==> src/rtl/gpio_mask_pkg.sv <==
package gpio_mask_pkg;

  // Number of identification bytes at the top of the map
  localparam int unsigned ID_BYTES = 12;

  // Which part of the map an address falls into
  typedef enum logic [1:0] {
    WIN_NONE = 2'd0,
    WIN_DATA = 2'd1,
    WIN_DIR  = 2'd2,
    WIN_ID   = 2'd3
  } win_e;

endpackage

==> src/rtl/gpio_addr_dec.sv <==
module gpio_addr_dec
  import gpio_mask_pkg::*;
#(
  parameter int unsigned NPINS  = 8,
  parameter int unsigned ADDR_W = 12
) (
  input  logic [ADDR_W-1:0]           addr,
  output win_e                        win,
  output logic [NPINS-1:0]            mask,
  output logic [$clog2(ID_BYTES)-1:0] id_idx
);

  localparam int unsigned WORD_W = ADDR_W - 2;
  localparam int unsigned IDX_W  = $clog2(ID_BYTES);
  localparam logic [WORD_W-1:0] DIR_WORD = WORD_W'(1 << NPINS);
  localparam logic [WORD_W-1:0] ID_FIRST = WORD_W'((1 << WORD_W) - ID_BYTES);

  logic [WORD_W-1:0] word;
  logic [WORD_W-1:0] id_off;
  logic              unused_dec;

  assign word   = addr[ADDR_W-1:2];
  assign mask   = addr[NPINS+1:2];
  assign id_off = word - ID_FIRST;
  assign id_idx = id_off[IDX_W-1:0];

  always_comb begin
    win = WIN_NONE;
    if (addr[ADDR_W-1:NPINS+2] == '0) begin
      win = WIN_DATA;
    end else if (word == DIR_WORD) begin
      win = WIN_DIR;
    end else if (word >= ID_FIRST) begin
      win = WIN_ID;
    end
  end

  assign unused_dec = ^{addr[1:0], id_off[WORD_W-1:IDX_W]};

endmodule

==> src/rtl/gpio_in_sync.sv <==
module gpio_in_sync #(
  parameter int unsigned WIDTH  = 8,
  parameter int unsigned STAGES = 2
) (
  input  logic             clk,
  input  logic             rst_n,
  input  logic [WIDTH-1:0] d,
  output logic [WIDTH-1:0] q
);

  logic [WIDTH-1:0] stage_q [STAGES];

  for (genvar s = 0; s < STAGES; s++) begin : g_stage
    if (s == 0) begin : g_first
      always_ff @(posedge clk or negedge rst_n) begin
        if (!rst_n) stage_q[0] <= '0;
        else        stage_q[0] <= d;
      end
    end else begin : g_next
      always_ff @(posedge clk or negedge rst_n) begin
        if (!rst_n) stage_q[s] <= '0;
        else        stage_q[s] <= stage_q[s-1];
      end
    end
  end

  assign q = stage_q[STAGES-1];

endmodule

==> src/rtl/gpio_data_regs.sv <==
module gpio_data_regs #(
  parameter int unsigned NPINS = 8
) (
  input  logic             clk,
  input  logic             rst_n,
  input  logic             wr_data_en,
  input  logic             wr_dir_en,
  input  logic [NPINS-1:0] wr_mask,
  input  logic [NPINS-1:0] wr_val,
  input  logic [NPINS-1:0] pin_sync,
  output logic [NPINS-1:0] dir_q,
  output logic [NPINS-1:0] data_q
);

  logic [NPINS-1:0] dir_d;
  logic [NPINS-1:0] data_d;
  logic [NPINS-1:0] upd;
  logic             dir_ld;

  // Next state
  always_comb begin
    dir_ld = wr_dir_en;
    dir_d  = wr_val;
    upd    = wr_data_en ? (wr_mask & dir_q) : '0;
    data_d = (data_q & dir_q & ~upd) | (wr_val & upd) | (pin_sync & ~dir_q);
  end

  // Registers
  always_ff @(posedge clk or negedge rst_n) begin
    if (!rst_n) begin
      dir_q  <= '0;
      data_q <= '0;
    end else begin
      if (dir_ld) dir_q <= dir_d;
      data_q <= data_d;
    end
  end

endmodule

==> src/rtl/gpio_rd_mux.sv <==
module gpio_rd_mux
  import gpio_mask_pkg::*;
#(
  parameter int unsigned          NPINS    = 8,
  parameter int unsigned          DATA_W   = 32,
  parameter logic [8*ID_BYTES-1:0] ID_VALUE = '0
) (
  input  logic                        rd_en,
  input  win_e                        win,
  input  logic [NPINS-1:0]            mask,
  input  logic [$clog2(ID_BYTES)-1:0] id_idx,
  input  logic [NPINS-1:0]            dir_q,
  input  logic [NPINS-1:0]            data_q,
  output logic [DATA_W-1:0]           rdata
);

  logic [7:0] id_tbl [ID_BYTES];

  for (genvar k = 0; k < ID_BYTES; k++) begin : g_id
    assign id_tbl[k] = ID_VALUE[8*k +: 8];
  end

  always_comb begin
    rdata = '0;
    if (rd_en) begin
      unique case (win)
        WIN_DATA: rdata[NPINS-1:0] = data_q & mask;
        WIN_DIR:  rdata[NPINS-1:0] = dir_q;
        WIN_ID:   rdata[7:0]       = (32'(id_idx) < ID_BYTES) ? id_tbl[id_idx] : 8'h00;
        default:  rdata            = '0;
      endcase
    end
  end

endmodule

==> src/rtl/gpio_mask_port.sv <==
module gpio_mask_port
  import gpio_mask_pkg::*;
#(
  parameter int unsigned           NPINS       = 8,
  parameter int unsigned           ADDR_W      = 12,
  parameter int unsigned           DATA_W      = 32,
  parameter int unsigned           SYNC_STAGES = 2,
  parameter logic [8*ID_BYTES-1:0] ID_VALUE    = 96'h9E_24_C3_17_00_51_A8_06_00_00_00_00
) (
  input  logic              clk,
  input  logic              rst_n,
  input  logic              bus_sel,
  input  logic              bus_wr,
  input  logic [ADDR_W-1:0] bus_addr,
  input  logic [DATA_W-1:0] bus_wdata,
  output logic [DATA_W-1:0] bus_rdata,
  input  logic [NPINS-1:0]  pin_in,
  output logic [NPINS-1:0]  pin_out
);

  localparam int unsigned IDX_W = $clog2(ID_BYTES);

  win_e             win;
  logic [NPINS-1:0] mask;
  logic [IDX_W-1:0] id_idx;
  logic [NPINS-1:0] sync_q;
  logic [NPINS-1:0] dir_q;
  logic [NPINS-1:0] data_q;
  logic             wr_data_en;
  logic             wr_dir_en;
  logic             rd_en;
  logic             unused_wdata;

  gpio_addr_dec #(.NPINS(NPINS), .ADDR_W(ADDR_W)) dec_i (
    .addr   (bus_addr),
    .win    (win),
    .mask   (mask),
    .id_idx (id_idx)
  );

  gpio_in_sync #(.WIDTH(NPINS), .STAGES(SYNC_STAGES)) sync_i (
    .clk   (clk),
    .rst_n (rst_n),
    .d     (pin_in),
    .q     (sync_q)
  );

  assign wr_data_en = bus_sel && bus_wr && (win == WIN_DATA);
  assign wr_dir_en  = bus_sel && bus_wr && (win == WIN_DIR);
  assign rd_en      = bus_sel && !bus_wr;

  gpio_data_regs #(.NPINS(NPINS)) regs_i (
    .clk        (clk),
    .rst_n      (rst_n),
    .wr_data_en (wr_data_en),
    .wr_dir_en  (wr_dir_en),
    .wr_mask    (mask),
    .wr_val     (bus_wdata[NPINS-1:0]),
    .pin_sync   (sync_q),
    .dir_q      (dir_q),
    .data_q     (data_q)
  );

  gpio_rd_mux #(.NPINS(NPINS), .DATA_W(DATA_W), .ID_VALUE(ID_VALUE)) rd_i (
    .rd_en  (rd_en),
    .win    (win),
    .mask   (mask),
    .id_idx (id_idx),
    .dir_q  (dir_q),
    .data_q (data_q),
    .rdata  (bus_rdata)
  );

  for (genvar i = 0; i < NPINS; i++) begin : g_pin
    assign pin_out[i] = dir_q[i] ? data_q[i] : 1'b1;
  end

  assign unused_wdata = ^bus_wdata[DATA_W-1:NPINS];

endmodule

==> config.mk <==
export PLATFORM = sky130hd
export DESIGN_NAME = gpio_mask_port
export DESIGN_NICKNAME = d
export VERILOG_FILES = /design/src/rtl/gpio_mask_pkg.sv /design/src/rtl/gpio_addr_dec.sv /design/src/rtl/gpio_in_sync.sv /design/src/rtl/gpio_data_regs.sv /design/src/rtl/gpio_rd_mux.sv /design/src/rtl/gpio_mask_port.sv
export SDC_FILE = /design/constraint.sdc
export NUM_CORES = 1
export LEC_CHECK = 0
export BUFFER_PORTS_ARGS = -buffer_cell sky130_fd_sc_hd__buf_2
export CORE_UTILIZATION = 40
export DETAILED_ROUTE_END_ITERATION = 8
export PLACE_DENSITY_LB_ADDON = 0.12
export SYNTH_ARGS = -nofsm -noshare
export SYNTH_HDL_FRONTEND = slang
export SYNTH_SLANG_ARGS = --single-unit
==> constraint.sdc <==
create_clock -name clk -period 5.1 [get_ports clk]
set_clock_uncertainty 0.1 [all_clocks]
set_input_delay 1.02 -clock clk [delete_from_list [all_inputs] [get_ports clk]]
set_output_delay 1.02 -clock clk [all_outputs]
set_load 0.05 [all_outputs]
==> results_dict.tcl <==
set metrics [dict create \
    status "complete, but fails checks" \
    violations "design-rule violations" \
    synth_cell_types 29 \
    required_ps 3980 \
    yosysWarnings 0 \
    synth_top_area_share_pct 42.6 \
    synth-async-reset-ratio_pct 100 \
    yosysMostFrequentCell "dfrtp_1" \
    portBuffers 45 \
    r2r_slack_ps 4180 \
    dpl.hpwl_mm 2.85 \
    antenna_found_initial 0 \
    grt_max_degree 33 \
    h-tree-depth 2 \
    nFillCells 434 \
    drt_iter0_markers 138 \
    wirelength_mm 4.07 \
    cts.reportedPaths.clkPinSlew_ps 70 \
    viasPerCell 5.29 \
    wl_per_cell_um 14.5 \
    drive_gt1_share_pct 27.9 \
    reg2reg_from "regs_i.dir_q[1]" \
    p_leak_nw 1.02 \
    hold_class "reg -> reg" \
    drcViolationCount 14 \
    final_area_mm2 0.00216 \
    crit_arrival_ps 2980 \
    grt_pass1_wl_mm 6.64 \
    post-route-period-util_pct 80.3 \
    coreArea_mm2 0.00444 \
    drv_slew 0 \
    synth-edff-count 0 \
    peakVddDrop_mv 0.146 \
    grt_usage_pct 17.5 \
    total_power_uw 575 \
    max_freq_mhz 244 \
    ys_top_cells_by_area "dfrtp_1 (43%), buf_4 (9.6%), ha_1 (5.3%)" \
    endpoint_kind "output pin" \
    path_class "in -> out" \
    grt_pass1_vias 1308 \
    cts_root_buf "clkbuf_8" \
    rows 24 \
    slew-limit-headroom_pct 28.8 \
    cts_buffers 5 \
    area_growth_pct 15.0 \
    rsz0062_at_grt "false" \
    cts_buffer_depth 2 \
    start_util_pct 42.3 \
    clock-sinks 32 \
    syn_avg_cell_area_um2 10.3 \
    post_cts_buffers 0 \
    diodes 0 \
    ant_nets 0 \
    die_h_um 70.6 \
    worstMarginPinSlew_ps 1050 \
    die_area_mm2 0.00498 \
    power_density_mw_per_mm2 266 \
    hold_viol_final 0 \
    period_minus_slack_ps 4100 \
    cp_max_fo 10 \
    first_pass_iters 8 \
    clkLatencyLatePin_ps 270 \
    startpoint_type "primary input" \
    gr-total-overflow 0 \
    netlist_top_cells_count "dfrtp_1 (32), buf_4 (24), nor2_1 (13)" \
    cp-startpoint "bus_addr[2]" \
    synth_flop_cell "dfrtp_1" \
    gp_congestion 0.833 \
    fin_tns_setup_ps 0 \
    finalSetupViolations 0 \
    ys_ff_latch 32 \
    num_vias 1487 \
    die_w_um 70.6 \
    min-delay-start "sync_i.stage_q[9]" \
    ctsHoldBuffers 0 \
    synthesis.area_mm2 0.00188 \
    ios 96 \
    place_area_mm2 0.00207 \
    netlist_instances 183 \
    synth_top_area_cell "dfrtp_1" \
    finalNetCount 293 \
    cts_resized 0 \
    drv_cap 0 \
    cts_tree "yes" \
    ys_seq_area_share_pct 42.6 \
]
layout by cell type (no fill, tap or decap), types with 3 or more instances in the layout:
cell / instances
buf_2: 45
dfrtp_1: 32
conb_1: 24
nor2_1: 13
and2_1: 10
nand2b_1: 9
inv_1: 8
a32oi_1: 8
o2111ai_1: 8
a221oi_1: 8
nand3_1: 8
o21ai_0: 8
a31oi_1: 8
mux2_2: 8
ha_1: 8
clkbuf_8: 7
nor2b_1: 4
and3b_1: 3
final timing paths:
| check | endpoint | cells past startpoint |
|---|---|---|
| min in group asynchronous | sync_i.stage_q[14] | 1 |
| worst max register to register | regs_i.dir_q[1] | 1 |
| worst max-delay path | bus_rdata[1] | 8 |
| worst min-delay path | sync_i.q[1] | 0 |
| worst min register to register | sync_i.q[1] | 0 |
| max in group asynchronous | sync_i.stage_q[9] | 1 |
layout make-up:
| type | instances | area [um2] | share of cell area, % |
|---|---|---|---|
| repair buffers | 46 | 233 | 10.8 |
| inverters | 9 | 33.8 | 1.56 |
| flip-flops and latches | 32 | 801 | 37.0 |
| clock buffers | 7 | 96.3 | 4.45 |
| well taps | 52 | 65.1 | 3.01 |
| multi-input cells | 135 | 935 | 43.2 |
report_power, final:
group          internal (mW)  switching (mW)
Clock                  0.120          0.0900
Sequential             0.264         0.00388
Combinational         0.0220          0.0751
stage by stage:
stage | util (%) | setup slack (ps) | cells | hold slack (ps)
global route | 48.7 | 850 | 281 | 253
detailed placement | 46.5 | 1070 | 274 | 236
CTS | 48.7 | 1070 | 281 | 250
global placement | 46.5 | 1060 | 274 | 231
floorplan | - | 783 | 206 | 231
finish | 48.7 | 1000 | 281 | 245
sequential cells by signal, indices dropped and copies added, names as in the netlist:
signal,cells
sync_i.q,8
sync_i.stage_q,8
regs_i.data_q,8
regs_i.dir_q,8
kinds of logic (layout without fill, tap and decap cells):
kind of cell / Yosys count / after routing / synth area share (%)
adders and majority gates: 8 / 8 / 5.32
buffers and inverters: 39 / 62 / 12.7
other: 1 / 24 / 0.199
DFF: 32 / 32 / 42.6
muxes: 8 / 8 / 4.79
and+or+nand+nor: 53 / 53 / 17.8
AOI/OAI and AO/OA: 42 / 42 / 16.6
layer usage:
metal  global-route usage (%)  routed length (um)  vias up
met1                     25.9                1920      699
met3                     3.99                 302        6
li1                         -                   -      712
met5                        0                   0        -
met4                     6.00                  58        0
met2                     25.6                1790       70
critical path, cell delays in order:
cell	delay, ps
buf_2	150
inv_1	140
ha_1	190
nor4bb_1	270
buf_4	230
a21oi_1	210
a221oi_1	430
buf_2	330
No activity file was read; power rests on OpenSTA's default activity.
